File: src/rtl/pdt_pkg.sv
package pdt_pkg;
  typedef enum logic [1:0] {
    KIND_LONG  = 2'd0,
    KIND_AMBER = 2'd1,
    KIND_WALK  = 2'd2,
    KIND_FLASH = 2'd3
  } lim_kind_e;

  function automatic lim_kind_e kind_of(input int code, input int num_states,
                                        input int amber_a, input int amber_b,
                                        input int walk_code, input int flash_code);
    lim_kind_e k;
    if (code >= num_states)                     k = KIND_LONG;
    else if (code == amber_a || code == amber_b) k = KIND_AMBER;
    else if (code == walk_code)                  k = KIND_WALK;
    else if (code == flash_code)                 k = KIND_FLASH;
    else                                         k = KIND_LONG;
    return k;
  endfunction
endpackage

File: src/rtl/pdt_phase_track.sv
module pdt_phase_track #(
  parameter int STATE_W = 4
) (
  input  logic               clk,
  input  logic               rst,
  input  logic [STATE_W-1:0] state_i,
  output logic               changed
);
  logic [STATE_W-1:0] prev_q;

  always_ff @(posedge clk) begin
    if (rst) prev_q <= state_i;
    else     prev_q <= state_i;
  end

  assign changed = (state_i != prev_q);
endmodule

File: src/rtl/pdt_limit_sel.sv
module pdt_limit_sel #(
  parameter int STATE_W    = 4,
  parameter int CNT_W      = 4,
  parameter int NUM_STATES = 11,
  parameter int AMBER_A    = 3,
  parameter int AMBER_B    = 8,
  parameter int WALK_CODE  = 5,
  parameter int FLASH_CODE = 6,
  parameter int LIM_AMBER  = 2,
  parameter int LIM_WALK   = 10,
  parameter int LIM_FLASH  = 5,
  parameter int LIM_LONG   = 15
) (
  input  logic [STATE_W-1:0] state_i,
  output logic [CNT_W-1:0]   limit_o
);
  import pdt_pkg::*;
  localparam int NUM_CODES = 1 << STATE_W;

  logic [CNT_W-1:0] lim_tab [NUM_CODES];

  for (genvar g = 0; g < NUM_CODES; g++) begin : g_code
    localparam lim_kind_e KIND =
      kind_of(g, NUM_STATES, AMBER_A, AMBER_B, WALK_CODE, FLASH_CODE);
    if (KIND == KIND_AMBER) begin : g_amb
      assign lim_tab[g] = CNT_W'(LIM_AMBER);
    end else if (KIND == KIND_WALK) begin : g_walk
      assign lim_tab[g] = CNT_W'(LIM_WALK);
    end else if (KIND == KIND_FLASH) begin : g_flash
      assign lim_tab[g] = CNT_W'(LIM_FLASH);
    end else begin : g_long
      assign lim_tab[g] = CNT_W'(LIM_LONG);
    end
  end

  assign limit_o = lim_tab[state_i];
endmodule

File: src/rtl/pdt_accum.sv
module pdt_accum #(
  parameter int CNT_W = 4
) (
  input  logic             clk,
  input  logic             rst,
  input  logic             clr,
  input  logic             restart,
  input  logic             at_limit,
  output logic [CNT_W-1:0] count_o
);
  logic [CNT_W-1:0] count_q;

  always_ff @(posedge clk) begin
    if (rst || clr || restart) count_q <= '0;
    else if (!at_limit)        count_q <= count_q + 1'b1;
  end

  assign count_o = count_q;

  // one step per cycle below the limit
  assert_step_R2: assert property (@(posedge clk) disable iff (rst)
    (!clr && !restart && !at_limit) |=> (count_q == $past(count_q) + 1'b1));
  // the count stays at the limit
  assert_hold_R8: assert property (@(posedge clk) disable iff (rst)
    (!clr && !restart && at_limit) |=> $stable(count_q));
  // the count restarts after a state change
  assert_restart_R9: assert property (@(posedge clk) disable iff (rst)
    (restart && !clr) |=> (count_q == '0));
  // clear zeroes the count
  assert_clear_R10: assert property (@(posedge clk) disable iff (rst)
    clr |=> (count_q == '0));
endmodule

File: src/rtl/pdt_compare.sv
module pdt_compare #(
  parameter int CNT_W = 4
) (
  input  logic [CNT_W-1:0] count_i,
  input  logic [CNT_W-1:0] limit_i,
  output logic             equal_o
);
  assign equal_o = (count_i == limit_i);
endmodule

File: src/rtl/phase_delay_timer.sv
module phase_delay_timer #(
  parameter int STATE_W    = 4,
  parameter int CNT_W      = 4,
  parameter int NUM_STATES = 11,
  parameter int AMBER_A    = 3,
  parameter int AMBER_B    = 8,
  parameter int WALK_CODE  = 5,
  parameter int FLASH_CODE = 6,
  parameter int LIM_AMBER  = 2,
  parameter int LIM_WALK   = 10,
  parameter int LIM_FLASH  = 5,
  parameter int LIM_LONG   = (1 << CNT_W) - 1
) (
  input  logic               clk,
  input  logic               rst,
  input  logic               clear,
  input  logic [STATE_W-1:0] state_code,
  output logic [CNT_W-1:0]   elapsed,
  output logic               delay_done
);
  logic             changed;
  logic             equal;
  logic [CNT_W-1:0] sel_limit;
  logic [CNT_W-1:0] count;

  pdt_phase_track #(.STATE_W(STATE_W)) u_track (
    .clk(clk), .rst(rst), .state_i(state_code), .changed(changed)
  );

  pdt_limit_sel #(
    .STATE_W(STATE_W), .CNT_W(CNT_W), .NUM_STATES(NUM_STATES),
    .AMBER_A(AMBER_A), .AMBER_B(AMBER_B), .WALK_CODE(WALK_CODE),
    .FLASH_CODE(FLASH_CODE), .LIM_AMBER(LIM_AMBER), .LIM_WALK(LIM_WALK),
    .LIM_FLASH(LIM_FLASH), .LIM_LONG(LIM_LONG)
  ) u_sel (
    .state_i(state_code), .limit_o(sel_limit)
  );

  pdt_compare #(.CNT_W(CNT_W)) u_cmp (
    .count_i(count), .limit_i(sel_limit), .equal_o(equal)
  );

  pdt_accum #(.CNT_W(CNT_W)) u_acc (
    .clk(clk), .rst(rst), .clr(clear), .restart(changed),
    .at_limit(equal), .count_o(count)
  );

  assign elapsed    = count;
  assign delay_done = equal && !changed && !clear && !rst;

  // unused codes fall back to the longest limit
  assert_unused_long_R7: assert property (@(posedge clk) disable iff (rst)
    (state_code >= STATE_W'(NUM_STATES)) |-> (sel_limit == CNT_W'(LIM_LONG)));
  // no done flag in the cycle of a state change
  assert_change_quiet_R9: assert property (@(posedge clk) disable iff (rst)
    changed |-> !delay_done);
  // the count never passes the active limit
  assert_bound_R8: assert property (@(posedge clk) disable iff (rst)
    (!changed && !clear) |-> (elapsed <= sel_limit));
  // clear keeps the flag low
  assert_clear_flag_R10: assert property (@(posedge clk) disable iff (rst)
    clear |-> !delay_done);
endmodule

File: config.mk
export PLATFORM = sky130hd
export DESIGN_NAME = phase_delay_timer
export DESIGN_NICKNAME = d
export VERILOG_FILES = /design/src/rtl/pdt_pkg.sv /design/src/rtl/pdt_phase_track.sv /design/src/rtl/pdt_limit_sel.sv /design/src/rtl/pdt_accum.sv /design/src/rtl/pdt_compare.sv /design/src/rtl/phase_delay_timer.sv
export SDC_FILE = /design/constraint.sdc
export NUM_CORES = 1
export LEC_CHECK = 0
export ABC_AREA = 0
export BUFFER_PORTS_ARGS = -buffer_cell sky130_fd_sc_hd__buf_2
export CAP_MARGIN = 20
export CORE_AREA = 5 5 42 44
export DETAILED_ROUTE_END_ITERATION = 8
export DIE_AREA = 0 0 47 49
export GPL_TIMING_DRIVEN = 0
export REMOVE_ABC_BUFFERS = 1
export SYNTH_ARGS = -nofsm -noshare
export SYNTH_HDL_FRONTEND = slang
export SYNTH_SLANG_ARGS = --single-unit
File: constraint.sdc
create_clock -name clk -period 2.43 [get_ports clk]
set_clock_uncertainty 0.2 [all_clocks]
set_input_delay 0.1215 -clock clk [delete_from_list [all_inputs] [get_ports clk]]
set_output_delay 0.1215 -clock clk [all_outputs]
set_load 0.005 [all_outputs]
==> summary.txt <==
Timing
  – FMAX: 426 MHz
  – Min Tclk post-route: 2.35 ns
  – Sum Neg Setup Slack: 0 ns
  – Final setup vio count: 0
  – Final hold violation count: 0
  – Period utilization: 0.967
  – Slew Limit Fails: 0
  – Least-Margin Pin Slew: 0.447 ns
  – Worst setup margin: 0.0812 ns
  – Relative slew slack: 0.699

Clock tree
  – CTS root buf: clkbuf_4
  – TritonCTS Sinks: 8
  – CTS buffer count: 3
  – CTS tree: yes
  – Clk_lat worst skew: 0.25 ns
  – Longest Clk Path Bufs: 2
  – Worst-path clk slew: 0.06 ns
  – CTS H-Tree Depth: 1

Power
  – Leak: 0.316 nW
  – Cell Pwr Density: 400 nW/um^2
  – Share of total power in combinational logic: 0.156
  – Pint: 0.215 mW
  – Seq pwr share: 0.478
  – Sw Share: 0.248
  – IR drop worst, VDD: 0.224 mV
  – Switching Power: 0.0711 mW
  – Clock share of power: 0.366
  – Power, Total: 0.286 mW

Synth
  – Synth warn: 0
  – Synth Instances: 64
  – Seq cells post-synth: 8
  – Post-synth cell types: 36
  – Ys async rst share: 0
  – Synthesized area: 568 sq um
  – Syn avg cell area: 8.88 sq um
  – Seq/Total Area, Yosys: 0.282
  – Top FF cell, synth: dfxtp_1
  – Post-synth EDFFs: 0

Placed design
  – Dpl cell area: 612 sq um
  – GP Congestion: 0.733
  – DP Worst Slack: 0.536 ns
  – Hpwl dp: 823 microns
  – Port Buffers: 11

Floorplan
  – IO Count: 12
  – Die Span X: 47 microns
  – Initial Util: 0.405
  – Die H: 49 microns
  – Die area: 2300 sq um
  – # rows: 14
  – Core area: 1400 sq um

Finish
  – Design Area, Final: 717 sq um
  – Final #Nets: 91
  – Area Growth Syn to Fin: 26.2%
  – Final Core Density: 0.512
  – Commonest cells after routing, fill and taps aside: buf_2 (8), dfxtp_1 (8), inv_1 (6)
  – # diodes: 0
  – Share of layout cells above drive strength 1: 0.272

Critical path
  – Crit start category: input port
  – Critical setup path kind: in2out
  – CP Data Arrival Time: 2.03 ns
  – Worst setup EP type: output port
  – Worst reg2reg path depth: 6
  – Worst EP required: 2.11 ns
  – Critical path peak fanout: 12

GRT
  – Total gr overflow: 0
  – Vias in the first global route: 479
  – GRT Total Usage: 0.125
  – Largest net degree at the start of global routing: 13
  – Global-route wire length before repair: 2060 microns
  – Initial antenna violation count: 0

Routing
  – Via density: 5.52
  – 1st-iter DRT viols: 11
  – Routed wire length: 1260 microns
  – Post-DRT Antenna Nets: 0
  – DRT Pass-1 Iters: 4
  – DR DRC count: 0
  – Routed wire per std cell: 13.0 microns
  – Via count: 535

Outcome
  – Status: finished, final reports clean

Worst hold path
  – Worst min path class: in2reg
  – Hold path depth: 2

Run
  – Max Cap Viol: 0
metrics by stage:
stage / instances / hold WS [ns]
floorplan: 60 / -0.0508
global placement: 87 / 0.136
CTS: 94 / 0.263
finish: 97 / 0.0389
global route: 97 / 0.0477
detailed placement: 87 / 0.137
layer usage:
metal	GRT usage	vias to the layer above	share of wire
met5	0	-	0
met3	0.0332	4	0.038
met4	0.0829	0	0.028
met1	0.159	244	0.44
met2	0.176	12	0.49
li1	-	275	-
power groups by stage:
stage               Clock (mW)  Combinational (mW)  Sequential (mW)
floorplan                    0              0.0191            0.140
global placement             0              0.0334            0.140
detailed placement           0              0.0342            0.140
CTS                      0.109              0.0391            0.137
global route             0.117              0.0497            0.137
finish                   0.105              0.0446            0.137
Yosys cell counts (all sizes together), types with 2 or more instances:
master | n | area [sq um]
nand2b | 2 | 12.5
nor2 | 3 | 11.3
nand2 | 5 | 18.8
nand4bb | 2 | 22.5
inv | 6 | 22.5
nand3 | 3 | 15.0
o21ai | 4 | 20.0
dfxtp | 8 | 160
buf | 3 | 27.5
and2 | 2 | 15.0
o221ai | 2 | 17.5
mux2i | 3 | 30.0
what timing repair did:
action                                  CTS  global route
gates resized for setup                   0             8
endpoints found under the setup margin    0             1
setup buffers                             0             4
endpoints found under the hold margin     4             0
hold buffers                              4             0
critical path, stage by stage:
cell and delay (ns):
dlygate4sd3_1 0.56, buf_6 0.14, or4b_4 0.48, and2_4 0.19
a21boi_4 0.18, o211ai_2 0.12, nor2b_1 0.13, buf_2 0.11
worst paths after layout:
check	from	endpoint	slack, ns
worst min-delay path	state_code[2]	u_track.prev_q[2]$_DFF_P_	0.04
worst min register to register	u_acc.count_o[3]$_SDFFE_PP0P_	u_acc.count_o[3]$_SDFFE_PP0P_	0.34
worst max-delay path	state_code[3]	delay_done	0.08
worst max register to register	u_acc.count_o[0]$_SDFFE_PP0P_	u_acc.count_o[0]$_SDFFE_PP0P_	0.60
area by class of cell:
type,instances,area [sq um]
Fill cell,130,684
Multi-Input combinational cell,46,354
Sequential cell,8,160
Timing Repair Buffer,18,138
Clock buffer,3,22.5
Inverter,6,22.5
Tap cell,16,20.0
kinds of logic after synthesis:
group	count (synthesis)	synth area share
AOI/OAI and AO/OA	18	0.267
xor gates and xnor gates	2	0.0308
adders and majority gates	1	0.0220
buffers and inverters	10	0.0947
DFF	8	0.282
muxes	3	0.0529
and+or+nand+nor	22	0.251
registers in the layout (all words and copies together), names as in the netlist:
signal and cells:
u_acc.count_o 4, u_track.prev_q 4
No activity file was read; power rests on OpenSTA's default activity.
